**config.mk**
```make
export PLATFORM = sky130hd
export DESIGN_NAME = pin_irq_wake
export DESIGN_NICKNAME = d
export VERILOG_FILES = /design/src/rtl/piw_pkg.sv /design/src/rtl/piw_regs.sv /design/src/rtl/piw_pin_cell.sv /design/src/rtl/piw_combine.sv /design/src/rtl/pin_irq_wake.sv
export SDC_FILE = /design/constraint.sdc
export NUM_CORES = 1
export LEC_CHECK = 0
export ABC_CLOCK_PERIOD_IN_PS = 4400
export CELL_PAD_IN_SITES_DETAIL_PLACEMENT = 1
export CELL_PAD_IN_SITES_GLOBAL_PLACEMENT = 1
export CORE_AREA = 2 2 119 121
export DETAILED_ROUTE_END_ITERATION = 8
export DIE_AREA = 0 0 121 123
export PLACE_DENSITY = 0.85
export SLEW_MARGIN = 20
export SYNTH_ARGS = -nofsm -noshare
export SYNTH_HDL_FRONTEND = slang
export SYNTH_SLANG_ARGS = --single-unit
export TNS_END_PERCENT = 30
```
**constraint.sdc**
```tcl
create_clock -name clk -period 4.4 [get_ports clk]
set_input_delay 1.1 -clock clk [delete_from_list [all_inputs] [get_ports clk]]
set_output_delay 1.1 -clock clk [all_outputs]
set_load 0.05 [all_outputs]
```
**src/rtl/piw_pkg.sv**
```systemverilog
package piw_pkg;
  localparam int ADDR_W = 3;

  typedef enum logic [ADDR_W-1:0] {
    A_EN   = 3'd0,
    A_MASK = 3'd1,
    A_MODE = 3'd2,
    A_POL  = 3'd3,
    A_STAT = 3'd4,
    A_HIB  = 3'd5
  } reg_addr_e;
endpackage

```
**src/rtl/piw_regs.sv**
```systemverilog
module piw_regs
  import piw_pkg::*;
#(
  parameter int N_PINS = 16
) (
  input  logic              clk,
  input  logic              rst,
  input  logic              we,
  input  logic [ADDR_W-1:0] addr,
  input  logic [N_PINS-1:0] wdata,
  input  logic [N_PINS-1:0] stat_in,
  output logic [N_PINS-1:0] en_q,
  output logic [N_PINS-1:0] msk_q,
  output logic [N_PINS-1:0] mode_q,
  output logic [N_PINS-1:0] pol_q,
  output logic [N_PINS-1:0] hib_q,
  output logic [N_PINS-1:0] clr,
  output logic [N_PINS-1:0] rdata
);
  logic [N_PINS-1:0] rd_mux;

  // write-one-to-clear pulses towards the pin cells
  assign clr = (we && addr == A_STAT) ? wdata : '0;

  always_ff @(posedge clk) begin
    if (rst) begin
      en_q   <= '0;
      msk_q  <= '0;
      mode_q <= '0;
      pol_q  <= '0;
      hib_q  <= '0;
    end else if (we) begin
      case (addr)
        A_EN:    en_q   <= wdata;
        A_MASK:  msk_q  <= wdata;
        A_MODE:  mode_q <= wdata;
        A_POL:   pol_q  <= wdata;
        A_HIB:   hib_q  <= wdata;
        default: ;
      endcase
    end
  end

  always_comb begin
    case (addr)
      A_EN:    rd_mux = en_q;
      A_MASK:  rd_mux = msk_q;
      A_MODE:  rd_mux = mode_q;
      A_POL:   rd_mux = pol_q;
      A_STAT:  rd_mux = stat_in;
      A_HIB:   rd_mux = hib_q;
      default: rd_mux = '0;
    endcase
  end

  always_ff @(posedge clk) begin
    if (rst) rdata <= '0;
    else     rdata <= rd_mux;
  end


  en_wr_chk: assert property (@(posedge clk) disable iff (rst)
    (we && addr == A_EN) |=> (en_q == $past(wdata)));
endmodule

```
**src/rtl/piw_pin_cell.sv**
```systemverilog
module piw_pin_cell (
  input  logic clk,
  input  logic rst,
  input  logic pin,
  input  logic en,
  input  logic mode,
  input  logic pol,
  input  logic clr,
  output logic stat
);
  logic prev;
  logic lvl_hit;
  logic edge_hit;

  assign lvl_hit  = (pin == pol);
  assign edge_hit = pol ? (pin & ~prev) : (~pin & prev);

  always_ff @(posedge clk) begin
    if (rst) begin
      prev <= 1'b0;
      stat <= 1'b0;
    end else begin
      prev <= pin;
      if (!en)       stat <= 1'b0;
      else if (!mode) stat <= lvl_hit;
      else           stat <= edge_hit | (stat & ~clr);
    end
  end


  off_clears_chk: assert property (@(posedge clk) disable iff (rst)
    !en |=> !stat);


  edge_sticky_chk: assert property (@(posedge clk) disable iff (rst)
    (en && mode && stat && !clr) |=> stat);


  lvl_track_chk: assert property (@(posedge clk) disable iff (rst)
    (en && !mode) |=> (stat == $past(pin == pol)));
endmodule

```
**src/rtl/piw_combine.sv**
```systemverilog
module piw_combine #(
  parameter int N_PINS = 16
) (
  input  logic              clk,
  input  logic              rst,
  input  logic [N_PINS-1:0] stat,
  input  logic [N_PINS-1:0] msk,
  input  logic [N_PINS-1:0] hib,
  output logic              irq,
  output logic              wake
);
  logic [N_PINS-1:0] live;

  assign live = stat & msk;

  always_ff @(posedge clk) begin
    if (rst) begin
      irq  <= 1'b0;
      wake <= 1'b0;
    end else begin
      irq  <= |live;
      wake <= |(live & hib);
    end
  end


  wake_needs_irq_chk: assert property (@(posedge clk) disable iff (rst)
    wake |-> irq);


  irq_rise_chk: assert property (@(posedge clk) disable iff (rst)
    (|(stat & msk)) |=> irq);


  irq_quiet_chk: assert property (@(posedge clk) disable iff (rst)
    !(|(stat & msk)) |=> !irq);
endmodule

```
**src/rtl/pin_irq_wake.sv**
```systemverilog
module pin_irq_wake
  import piw_pkg::*;
#(
  parameter int N_PINS = 16
) (
  input  logic              clk,
  input  logic              rst,
  input  logic [N_PINS-1:0] pins_i,
  input  logic              bus_we,
  input  logic [ADDR_W-1:0] bus_addr,
  input  logic [N_PINS-1:0] bus_wdata,
  output logic [N_PINS-1:0] bus_rdata,
  output logic              irq_o,
  output logic              wake_o
);
  logic [N_PINS-1:0] en_q, msk_q, mode_q, pol_q, hib_q, clr, stat;

  piw_regs #(.N_PINS(N_PINS)) u_regs (
    .clk(clk), .rst(rst), .we(bus_we), .addr(bus_addr), .wdata(bus_wdata),
    .stat_in(stat), .en_q(en_q), .msk_q(msk_q), .mode_q(mode_q),
    .pol_q(pol_q), .hib_q(hib_q), .clr(clr), .rdata(bus_rdata)
  );

  for (genvar g = 0; g < N_PINS; g++) begin : g_pin
    piw_pin_cell u_cell (
      .clk(clk), .rst(rst), .pin(pins_i[g]), .en(en_q[g]),
      .mode(mode_q[g]), .pol(pol_q[g]), .clr(clr[g]), .stat(stat[g])
    );
  end

  piw_combine #(.N_PINS(N_PINS)) u_comb (
    .clk(clk), .rst(rst), .stat(stat), .msk(msk_q), .hib(hib_q),
    .irq(irq_o), .wake(wake_o)
  );
endmodule

```
* Word level (Yosys, flattened, before mapping)
Index checks and enable logic that the tools add are counted.
Word-level totals: bits in registers 130, bits of input ports 38, output and inout bits 18, logic and storage cells 250
Cells by class: equal/unequal tests 21, multiplexer cells 34, bitwise gates (word level) 130, reduce and logical (&&, ||, !) cells 25
Operator list (number):
- one-hot mux 16 bit (6 select lines) | 1
- inverter 1 bit | 64
- bitwise AND 1 bit | 48
- bitwise AND 16 bit | 2
- 2-to-1 mux 1 bit | 32
- OR reduction 16 bit | 2
- OR reduction 2 bit | 16
- equality test 1 bit | 16
- 2-to-1 mux 16 bit | 1
- bitwise OR 1 bit | 16
- AND reduction 2 bit | 5
- equality test 3 x 2 -> 1 bit, second input constant | 2
- equality test 3 bit, second input constant | 2
- equality test 3 x 1 -> 1 bit, second input constant | 1
- zero test 3 bit | 1
- logical AND 1 bit | 1

* Logic depth before layout (Yosys ltp)
Gate-level depths: netlist (run 1).
depth after elaboration 7, gate-level depth with buffers 7, mapped depth without buffers 4

* Hierarchy
From an unflattened synthesis (run 1), not the netlist that was laid out.
Unflattened totals: cells, all modules 700, area total of the unflattened synthesis 5805.6 sq um
Modules (own cells, without submodules):
- piw_regs | times used 1, cells an instance 490, area an instance 4162.7 sq um, sequential area each 1921.8 sq um
- piw_pin_cell | times used 16, cells an instance 11, area an instance 87.6 sq um, sequential area each 40.0 sq um
- piw_combine | times used 1, cells an instance 34, area an instance 241.5 sq um, sequential area each 40.0 sq um

* Least setup slack after synthesis (run 1)
OpenSTA, ideal clock, no wires.
path kind input to register, start point input port bus_addr[0], end point register u_regs.rdata[15], library setup time 128 ps, arrival 2043 ps, data required time 4272 ps, setup slack 2229 ps, cell stages on the path 5, buffers on the path 2, cells stage by stage buf_6 -> buf_6 -> mux4_2 -> a22oi_1 -> nor2_1
Between the ends: cells in the longest elaborated chain, start to end 2, elaborated cells on any way between the ends 7, those cells by class eq/ne: 5; mux: 1; reduce/logical: 1
RTL lines:
- start, declared | RTL line pin_irq_wake.sv:10 | input logic [ADDR_W-1:0] bus_addr,
- equality test 3 bit (tied with other cells) | RTL line piw_regs.sv:45 | case (addr)
- one-hot mux 16 bit (6 select lines) (*) | RTL line piw_regs.sv:45
- end signal, assigned | RTL line piw_regs.sv:58 | else rdata <= rd_mux;
- end, declared | RTL line piw_regs.sv:18 | output logic [N_PINS-1:0] rdata
Mark *: on every way between the ends. The rest lies on a longest branch, timed or not. A chain may end at the register's enable or synchronous reset.

* Final worst setup path (run 1)
start point input port bus_addr[1], end point register g_pin[6].u_cell.stat
Between the ends: cells in the longest elaborated chain, start to end 7
RTL lines:
- equality test 3 bit | RTL line piw_regs.sv:23 | assign clr = (we && addr == A_STAT) ? wdata : '0;
- logical AND 1 bit | RTL line piw_regs.sv:23
- 2-to-1 mux 16 bit | RTL line piw_regs.sv:23
- inverter 1 bit | RTL line piw_pin_cell.sv:26 | else stat <= edge_hit | (stat & ~clr);
- bitwise AND 1 bit | RTL line piw_pin_cell.sv:26
- bitwise OR 1 bit | RTL line piw_pin_cell.sv:26
- 2-to-1 mux 1 bit | RTL line piw_pin_cell.sv:25 | else if (!mode) stat <= lvl_hit;
- end signal, assigned | RTL line piw_pin_cell.sv:25
- end signal, assigned | RTL line piw_pin_cell.sv:26
- end, declared | RTL line piw_pin_cell.sv:9 | output logic stat
Every way passes these cells.

==> results of run 1 <==
where the power goes:
| group | leakage (nW) | internal, mW | switching, mW |
|---|---|---|---|
| logic | 1.03 | 0.0869 | 0.129 |
| clock network | 0.335 | 1.15 | 0.540 |
| registers | 1.05 | 1.20 | 0.0207 |
flip-flops by register name, summed over array words and instances, names as in the netlist:
name               cells
u_regs.pol_q          16
u_comb.irq             1
u_regs.mode_q         16
u_regs.rdata          16
g_pin.u_cell.stat     16
u_regs.en_q           16
u_regs.msk_q          16
u_regs.hib_q          16
g_pin.u_cell.prev     16
u_comb.wake            1
how the worst min path moves through the flow:
stage / endpoint / cells after the start / start / slack, ns
3_3_place_gp: u_regs.en_q[15] / 2 / u_regs.en_q[15] / 0.45
5_1_grt: u_regs.hib_q[5] / 2 / u_regs.hib_q[5] / 0.49
6_report: u_regs.en_q[9] / 2 / u_regs.en_q[9] / 0.47
2_1_floorplan: u_regs.en_q[0] / 2 / u_regs.en_q[0] / 0.44
3_5_place_dp: u_regs.hib_q[5] / 2 / u_regs.hib_q[5] / 0.47
4_1_cts: u_regs.hib_q[5] / 2 / u_regs.hib_q[5] / 0.47
final cells by class:
class,count,area share (%)
clock buffer,19,6.44
clock inverter,13,3.63
inverter,1,0.0533
multi-input combinational,490,40.8
sequential,130,37.0
tap,180,3.20
timing repair buffer,64,8.85
critical path: stages:
cell,delay [ns]
clkdlybuf4s50_1,0.73
and4bb_1,0.99
nand2_1,0.12
a31oi_1,0.29
nor3b_2,0.09
layout by cell type (no fill, tap or decap), types with 2 or more instances in the layout:
master | netlist | final
nand2_1 | 178 | 178
dfxtp_1 | 130 | 130
a21oi_1 | 97 | 97
clkdlybuf4s50_1 | 0 | 53
mux2_2 | 24 | 24
nand3_1 | 22 | 22
a22oi_1 | 22 | 22
nor2_1 | 18 | 18
a31oi_1 | 17 | 17
clkbuf_16 | 0 | 17
nor2b_1 | 16 | 16
xnor2_1 | 16 | 16
xor2_1 | 16 | 16
nor3b_2 | 10 | 10
buf_4 | 11 | 9
o22a_1 | 8 | 8
nor3b_1 | 7 | 7
bufinv_16 | 0 | 7
nand4_1 | 4 | 4
a221oi_1 | 4 | 4
and3_1 | 4 | 4
mux4_2 | 4 | 4
mux2i_1 | 4 | 4
a22o_1 | 3 | 3
o21ai_0 | 3 | 3
a222oi_1 | 3 | 3
clkinvlp_4 | 0 | 3
and2_1 | 2 | 2
clkinv_4 | 0 | 2
clkbuf_8 | 0 | 2
logic make-up (layout without fill, tap and decap cells):
family,count (synthesis),count (layout),share of synthesized area (%)
and+or+nand+nor,268,268,21.8
AOI/OAI and AO/OA,158,158,16.4
muxes,32,32,6.97
DFF,130,130,45.3
buffers and inverters,44,97,4.68
xor gates and xnor gates,32,32,4.88
per-layer routing:
metal  part of all wire [%]  up-vias  GRT usage [%]
li1                       -     2383              -
met1                     43     2538           29.9
met2                     49      133           42.1
met3                    4.8       31           6.23
met4                    2.4        0           10.7
met5                      0        -              0
per-stage QoR:
stage          instance area (µm²)  setup slack [ns]  cells
2_1_floorplan                 5750              2.23    664
3_3_place_gp                  6330              1.13    865
3_5_place_dp                  6330              1.03    865
4_1_cts                       7040              1.36    897
5_1_grt                       7040              1.22    897
6_report                      7040              1.33    897
==> results.py, run 1 <==
metrics = {
    "clock_tree": {
        "cts.htree.levels": 4,
        "hold_buffers": 0,
        "clk_pin_slew_ns": 0.06,
        "cts_setup_buffers": 0,
        "cts_tree": "built",
        "cts_made_buffers": 17,
        "ctsLongestPathBuffers": 2,
        "ctsResizeCount": 0,
        "cts.sinks": 130,
        "clock_latency_ns": 0.43,
        "root_buffer": "clkbuf_16",
    },
    "die": {
        "die_w_um": 121,
        "fp.coreArea_mm2": 0.0136,
        "start_util_pct": 42.2,
        "die_area_mm2": 0.0149,
        "die_y_um": 123,
        "io_pins": 56,
        "rows": 43,
    },
    "setup_path": {
        "path_max_fanout": 18,
        "worst_r2r_endpoint": "u_regs.rdata[0]",
        "cp-start-kind": "input pin",
        "cp-end-kind": "flop",
        "cp.arrival_ns": 3.33,
        "cp_data_required_time_ns": 4.66,
        "worstSetupPathType": "in2reg",
        "r2r_slack_ns": 3.09,
        "rr_startpoint": "g_pin[0].u_cell.stat",
        "startpoint": "bus_addr[1]",
        "r2r_cells": 3,
        "crit_end": "g_pin[6].u_cell.stat",
    },
    "yosys": {
        "ys_warn_count": 0,
        "synth_area_leaders": "dfxtp_1 45%, nand2_1 12%, a21oi_1 8.4%, mux2_2 4.7%, a22oi_1 2.9%",
        "synth_top_cell_by_area": "dfxtp_1",
        "yosysSeqAreaShare_pct": 45.3,
        "synthMostInstantiatedCell": "nand2_1",
        "ys_types": 38,
        "syn_area_mm2": 0.00575,
        "synth_edf_count": 0,
        "synth_common_cells": "178 x nand2_1, 130 x dfxtp_1, 97 x a21oi_1, 24 x mux2_2",
        "syn-num-nets": 702,
        "synth_area_per_cell_um2": 8.65,
        "synth_top_cell_area_share_pct": 45.3,
        "syn_inst": 664,
        "synth.ff_latch_count": 130,
        "synth_flop_cell": "dfxtp_1",
        "async_flop_share_pct": 0,
    },
    "sta": {
        "final.setup.tns_ns": 0,
        "slew_headroom_pct": 35.0,
        "min_period_over_period_pct": 69.8,
        "hold_viol": 0,
        "setup_viol": 0,
        "skew_ns": 0.00607,
        "tightestPinTransition_ns": 0.976,
        "rsz0062_at_grt": "false",
        "finalMaxSlewViolations": 0,
        "fin_crit_ns": 3.07,
        "achievable-frequency_ghz": 0.326,
        "fin_hold_ws_ns": 0.474,
    },
    "placed_design": {
        "dp_hpwl_um": 11100,
        "gp_congestion": 0.874,
        "port_buffers": 55,
    },
    "cells_and_area": {
        "multi_input_area_mm2": 0.00287,
        "diodes": 0,
        "post-route-util_pct": 51.7,
        "syn_to_final_growth_pct": 22.5,
        "seq_area_mm2": 0.00260,
        "fin_nets": 742,
        "fillers": 1568,
        "drive_gt1_share_pct": 12.0,
    },
    "routing": {
        "drc": 0,
        "drt_iter0_drc": 337,
        "detail-route-antenna-nets": 0,
        "wirelength_um": 17700,
        "first_pass_iters": 5,
        "avgRoutedWirePerCell_um": 19.7,
        "vias": 5085,
        "via_per_inst": 5.67,
    },
    "global_routing": {
        "grt_pass1_wl_um": 28000,
        "grt.total_usage_pct": 24.8,
        "grt_max_degree": 86,
        "antenna_found_initial": 0,
        "overflow": 0,
        "grt_pass1_vias": 5343,
    },
    "pwr": {
        "total_power_mw": 3.13,
        "p_per_area_mw_per_mm2": 445,
        "irDropWorstVdd_v": 0.000266,
        "leakagePower_nw": 2.42,
    },
    "hold_path": {
        "worstHoldPathType": "reg2reg",
    },
    "flow_run": {
        "drv_cap": 0,
    },
    "outcome": {
        "status": "finished clean",
    },
}
Power figures use the tool's default switching activity.
==> run 2: changes to the inputs <==
--- a/config.mk
+++ b/config.mk
@@ -5,7 +5,7 @@
 export SDC_FILE = /design/constraint.sdc
 export NUM_CORES = 1
 export LEC_CHECK = 0
-export ABC_CLOCK_PERIOD_IN_PS = 4400
+export ABC_CLOCK_PERIOD_IN_PS = 3100
 export CELL_PAD_IN_SITES_DETAIL_PLACEMENT = 1
 export CELL_PAD_IN_SITES_GLOBAL_PLACEMENT = 1
 export CORE_AREA = 2 2 119 121
==> constraint.sdc (replaced) <==
create_clock -name clk -period 3.1 [get_ports clk]
set_input_delay 0.775 -clock clk [delete_from_list [all_inputs] [get_ports clk]]
set_output_delay 0.775 -clock clk [all_outputs]
set_load 0.05 [all_outputs]
==> run 2 against run 1 <==
Effect of this change:
- flip-flop and latch count did not move
- final area rose by 1.0%
- utilization is 0.51 points higher
- first-iteration DRC count increased by 17%
- critical path depth shrank 4
- critical endpoint is now bus_rdata[13]
- cell count increased by 1.7%
- combinational power increased by 49%
- register-to-register slack lost 1.3 ns
==> results.py, run 2 (synthesis results as in run 1) <==
metrics = {
    "setup_path": {
        "r2r_slack_ns": 1.76,
        "path_buf_inv": 1,
        "path_delay_family": "buffers and inverters",
        "path_max_fanout": 1,
        "rr_startpoint": "g_pin[13].u_cell.stat",
        "crit_path_top_delay_cell": "clkdlybuf4s50_1",
        "cp.arrival_ns": 1.56,
        "crit_chain": "clkdlybuf4s50_1",
        "cp-start-kind": "flop",
        "critical-path-max-stage-delay_ns": 0.81,
        "startpoint": "u_regs.rdata[13]",
        "cp_data_required_time_ns": 2.32,
        "worstSetupPathType": "reg2out",
        "cp-end-kind": "primary output",
    },
    "sta": {
        "skew_ns": 0.00754,
        "tightestPinTransition_ns": 0.669,
        "hold_viol": 0,
        "rsz0062_at_grt": "false",
        "min_period_over_period_pct": 75.2,
        "finalMaxSlewViolations": 0,
        "setup_viol": 0,
        "achievable-frequency_ghz": 0.429,
        "slew_headroom_pct": 55.3,
        "fin_crit_ns": 2.33,
        "final.setup.tns_ns": 0,
        "layout_setup_ws_ns": 0.768,
    },
    "clock_tree": {
        "cts_made_buffers": 17,
        "root_buffer": "clkbuf_16",
        "clock_latency_ns": 0.43,
        "cts.htree.levels": 4,
        "cts.sinks": 130,
        "clk_pin_slew_ns": 0.06,
        "hold_buffers": 0,
        "cts_tree": "built",
        "ctsResizeCount": 0,
        "ctsLongestPathBuffers": 2,
        "cts_setup_buffers": 0,
    },
    "pwr": {
        "p_per_area_mw_per_mm2": 583,
        "leakagePower_nw": 2.48,
        "irDropWorstVdd_v": 0.000343,
        "total_power_mw": 4.14,
    },
    "routing": {
        "drt_iter0_drc": 393,
        "drc": 0,
        "detail-route-antenna-nets": 0,
        "first_pass_iters": 5,
        "avgRoutedWirePerCell_um": 19.4,
        "wirelength_um": 17700,
        "via_per_inst": 5.68,
        "vias": 5182,
    },
    "global_routing": {
        "grt.total_usage_pct": 25.0,
        "antenna_found_initial": 0,
        "grt_max_degree": 61,
        "overflow": 0,
        "grt_pass1_vias": 5404,
        "grt_pass1_wl_um": 28400,
    },
    "placed_design": {
        "post-place-ws_ns": 0.421,
        "gp_congestion": 0.870,
        "dp_hpwl_um": 12100,
        "port_buffers": 55,
        "place_area_mm2": 0.00649,
        "dp.cells": 880,
    },
    "cells_and_area": {
        "multi_input_area_mm2": 0.00287,
        "layout.cells.most_common_list": "178 x nand2_1, 130 x dfxtp_1, 97 x a21oi_1",
        "fin_nets": 757,
        "final_area_mm2": 0.00711,
        "syn_to_final_growth_pct": 23.7,
        "diodes": 0,
        "seq_area_mm2": 0.00260,
        "drive_gt1_share_pct": 13.5,
        "fin_cells": 912,
        "fillers": 1592,
        "final_common_cell": "nand2_1",
    },
    "die": {
        "fp.coreArea_mm2": 0.0136,
        "io_pins": 56,
        "start_util_pct": 42.2,
        "die_y_um": 123,
        "die_area_mm2": 0.0149,
        "die_w_um": 121,
        "rows": 43,
    },
    "hold_path": {
        "hold_start": "u_regs.en_q[4]",
        "worstHoldPathType": "reg2reg",
    },
    "flow_run": {
        "drv_cap": 0,
    },
    "outcome": {
        "status": "finished clean",
    },
}
[run 2: per-stage QoR]
stage               hold slack (ns)  utilization (%)
CTS                           0.471             52.2
floorplan                     0.441                -
global route                  0.493             52.2
global placement              0.449             47.7
finish                        0.471             52.2
detailed placement            0.462             47.7
[run 2: area by class of cell]
cell class / count / area share, %
clock buffers: 23 / 6.87
inverters: 1 / 0.0528
repair buffers: 79 / 11.1
flip-flops and latches: 130 / 36.6
clock inverters: 9 / 1.80
well taps: 180 / 3.17
multi-input cells: 490 / 40.4
[run 2: path summary, 6_finish.rpt]
kind / to / cells past startpoint
setup reg to reg: u_comb.irq / 4
setup / recovery: bus_rdata[13] / 1
hold reg to reg: u_regs.en_q[4] / 2
hold / removal: u_regs.en_q[4] / 2
[run 2: power by group]
group,internal [mW],switching [mW]
sequential,1.71,0.0298
combinational,0.135,0.187
clock,1.35,0.737
total,3.19,0.954
[run 2: metal layers]
layer,vias to the layer above,GRT usage [%],share of wire [%]
met5,-,0,0
met3,41,6.04,5.8
met2,159,41.4,48
met1,2564,30.7,43
met4,0,11.6,2.6
li1,2418,-,-
==> run 3: changes to the inputs <==
--- a/config.mk
+++ b/config.mk
@@ -5,13 +5,13 @@
 export SDC_FILE = /design/constraint.sdc
 export NUM_CORES = 1
 export LEC_CHECK = 0
-export ABC_CLOCK_PERIOD_IN_PS = 3100
+export ABC_CLOCK_PERIOD_IN_PS = 1900
 export CELL_PAD_IN_SITES_DETAIL_PLACEMENT = 1
 export CELL_PAD_IN_SITES_GLOBAL_PLACEMENT = 1
-export CORE_AREA = 2 2 119 121
+export CORE_AREA = 2 2 125 127
 export DETAILED_ROUTE_END_ITERATION = 8
-export DIE_AREA = 0 0 121 123
-export PLACE_DENSITY = 0.85
+export DIE_AREA = 0 0 127 129
+export PLACE_DENSITY = 0.81
 export SLEW_MARGIN = 20
 export SYNTH_ARGS = -nofsm -noshare
 export SYNTH_HDL_FRONTEND = slang
==> constraint.sdc (replaced) <==
create_clock -name clk -period 1.9 [get_ports clk]
set_input_delay 0.475 -clock clk [delete_from_list [all_inputs] [get_ports clk]]
set_output_delay 0.475 -clock clk [all_outputs]
set_load 0.05 [all_outputs]
==> run 3 against run 2 <==
Effect of this change:
- via count increased by 2.1%
- sequential share of layout area decreased by 0.76 points
- power increased by 52%
- worst setup slack got worse by 0.61 ns
- final area increased by 2.1%
- worst hold slack got worse by 0.041 ns
- critical path depth increased by 7
- largest power group unchanged
==> results.py, run 3 (synthesis results as in run 1) <==
metrics = {
    "cells_and_area": {
        "fillers": 1751,
        "drive_gt1_share_pct": 19.4,
        "fin_cells": 955,
        "layout.cells.most_common_list": "178 x nand2_1, 130 x dfxtp_1, 97 x a21oi_1",
        "final_common_cell": "nand2_1",
        "syn_to_final_growth_pct": 26.3,
        "final_area_mm2": 0.00726,
        "diodes": 0,
        "fin_nets": 793,
        "post-route-util_pct": 48.5,
    },
    "clock_tree": {
        "cts_made_buffers": 17,
        "ctsResizeCount": 0,
        "clk_pin_slew_ns": 0.06,
        "cts_tree": "built",
        "cts.htree.levels": 4,
        "root_buffer": "clkbuf_16",
        "cts.sinks": 130,
        "cts_setup_buffers": 0,
        "hold_buffers": 0,
        "clock_latency_ns": 0.43,
        "ctsLongestPathBuffers": 2,
    },
    "routing": {
        "vias": 5293,
        "wirelength_um": 18700,
        "avgRoutedWirePerCell_um": 19.5,
        "via_per_inst": 5.54,
        "first_pass_iters": 7,
        "drt_iter0_drc": 408,
        "drc": 0,
        "detail-route-antenna-nets": 0,
    },
    "setup_path": {
        "worstSetupPathType": "in2reg",
        "path_buf_inv": 4,
        "crit_path_top_delay_cell": "clkdlybuf4s50_1",
        "path_max_fanout": 17,
        "path_delay_family": "buffers and inverters",
        "cp.arrival_ns": 2.10,
        "crit_chain": "clkdlybuf4s50_1 > buf_12 > buf_4 > nor2b_4 > and3_1 > buf_12 > nand2_1 > a21oi_1",
        "cp_common_cell": "buf_12",
        "cp_data_required_time_ns": 2.25,
        "cp-start-kind": "input pin",
        "crit_cells": 8,
        "cp-end-kind": "flop",
        "r2r_slack_ns": 0.53,
        "critical-path-max-stage-delay_ns": 0.45,
        "r2r_cells": 4,
    },
    "sta": {
        "tightestPinTransition_ns": 0.460,
        "skew_ns": 0.00846,
        "achievable-frequency_ghz": 0.573,
        "rsz0062_at_grt": "false",
        "hold_viol": 0,
        "finalMaxSlewViolations": 0,
        "min_period_over_period_pct": 91.9,
        "setup_viol": 0,
        "slew_headroom_pct": 69.0,
        "fin_crit_ns": 1.75,
    },
    "pwr": {
        "leakagePower_nw": 2.65,
        "clockPowerShare_pct": 45.6,
        "p_comb_share_pct": 9.3,
        "p_int_mw": 4.76,
        "p_sw_mw": 1.54,
        "pwr-share-seq_pct": 45.1,
        "p_per_area_mw_per_mm2": 868,
        "total_power_mw": 6.30,
        "power.share.switching_pct": 24.4,
        "irDropWorstVdd_v": 0.000651,
    },
    "placed_design": {
        "gp_congestion": 0.857,
        "dp_hpwl_um": 13000,
        "port_buffers": 55,
        "place_area_mm2": 0.00675,
        "dp.cells": 924,
    },
    "global_routing": {
        "antenna_found_initial": 0,
        "grt.total_usage_pct": 23.6,
        "grt_pass1_wl_um": 29800,
        "grt_max_degree": 51,
        "grt_pass1_vias": 5648,
        "overflow": 0,
    },
    "outcome": {
        "status": "finished clean",
    },
    "die": {
        "die_y_um": 129,
        "die_w_um": 127,
        "start_util_pct": 38.4,
        "rows": 45,
        "die_area_mm2": 0.0164,
        "io_pins": 56,
        "fp.coreArea_mm2": 0.0150,
    },
    "hold_path": {
        "worstHoldPathType": "in2reg",
        "hold_depth": 2,
    },
    "flow_run": {
        "drv_cap": 0,
    },
}
## run 3: worst paths after layout
kind | startpoint | to
hold reg to reg | u_regs.en_q[6] | u_regs.en_q[6]
setup / recovery | bus_addr[2] | u_regs.pol_q[9]
setup reg to reg | g_pin[13].u_cell.stat | u_comb.irq
hold / removal | rst | u_regs.rdata[8]
## run 3: final cells by class
type | count | area (µm²) | share of cell area (%)
multi-input cells | 490 | 2870 | 39.6
flip-flops and latches | 130 | 2600 | 35.9
repair buffers | 115 | 1040 | 14.3
clock buffers | 24 | 472 | 6.50
well taps | 188 | 235 | 3.24
clock inverters | 7 | 35.0 | 0.483
inverters | 1 | 3.75 | 0.0517
## run 3: power by group through the flow
stage | combinational (mW) | clock [mW] | sequential [mW]
3_3_place_gp | 0.556 | 0 | 2.89
4_1_cts | 0.582 | 2.92 | 2.84
5_1_grt | 0.628 | 3.03 | 2.84
3_5_place_dp | 0.575 | 0 | 2.90
2_1_floorplan | 0.288 | 0 | 2.90
6_report | 0.586 | 2.87 | 2.84
## run 3: worst reg2reg max path: cells and delay by family (launching register included)
family,cells,cell delay (ns)
AOI/OAI and AO/OA,3,0.64
DFF,1,0.34
and+or+nand+nor,1,0.23
## run 3: through the flow
| stage | hold slack, ns | setup slack [ns] | TNS (ns) |
|---|---|---|---|
| final | 0.430 | 0.154 | 0 |
| after floorplan | 0.441 | 0.354 | 0 |
| after CTS | 0.424 | 0.175 | 0 |
| after global routing | 0.454 | 0.0981 | 0 |
| after global placement | 0.452 | -0.210 | -10.15 |
| after detailed placement | 0.464 | -0.254 | -13.86 |
## run 3: metal layers
metal	wire, µm	global-route usage [%]	vias up	part of all wire (%)
met5	0	0	-	0
met4	484	10.2	0	2.6
met3	1030	5.28	38	5.5
met2	9220	40.4	140	49
met1	7920	28.7	2635	42
li1	-	-	2480	-
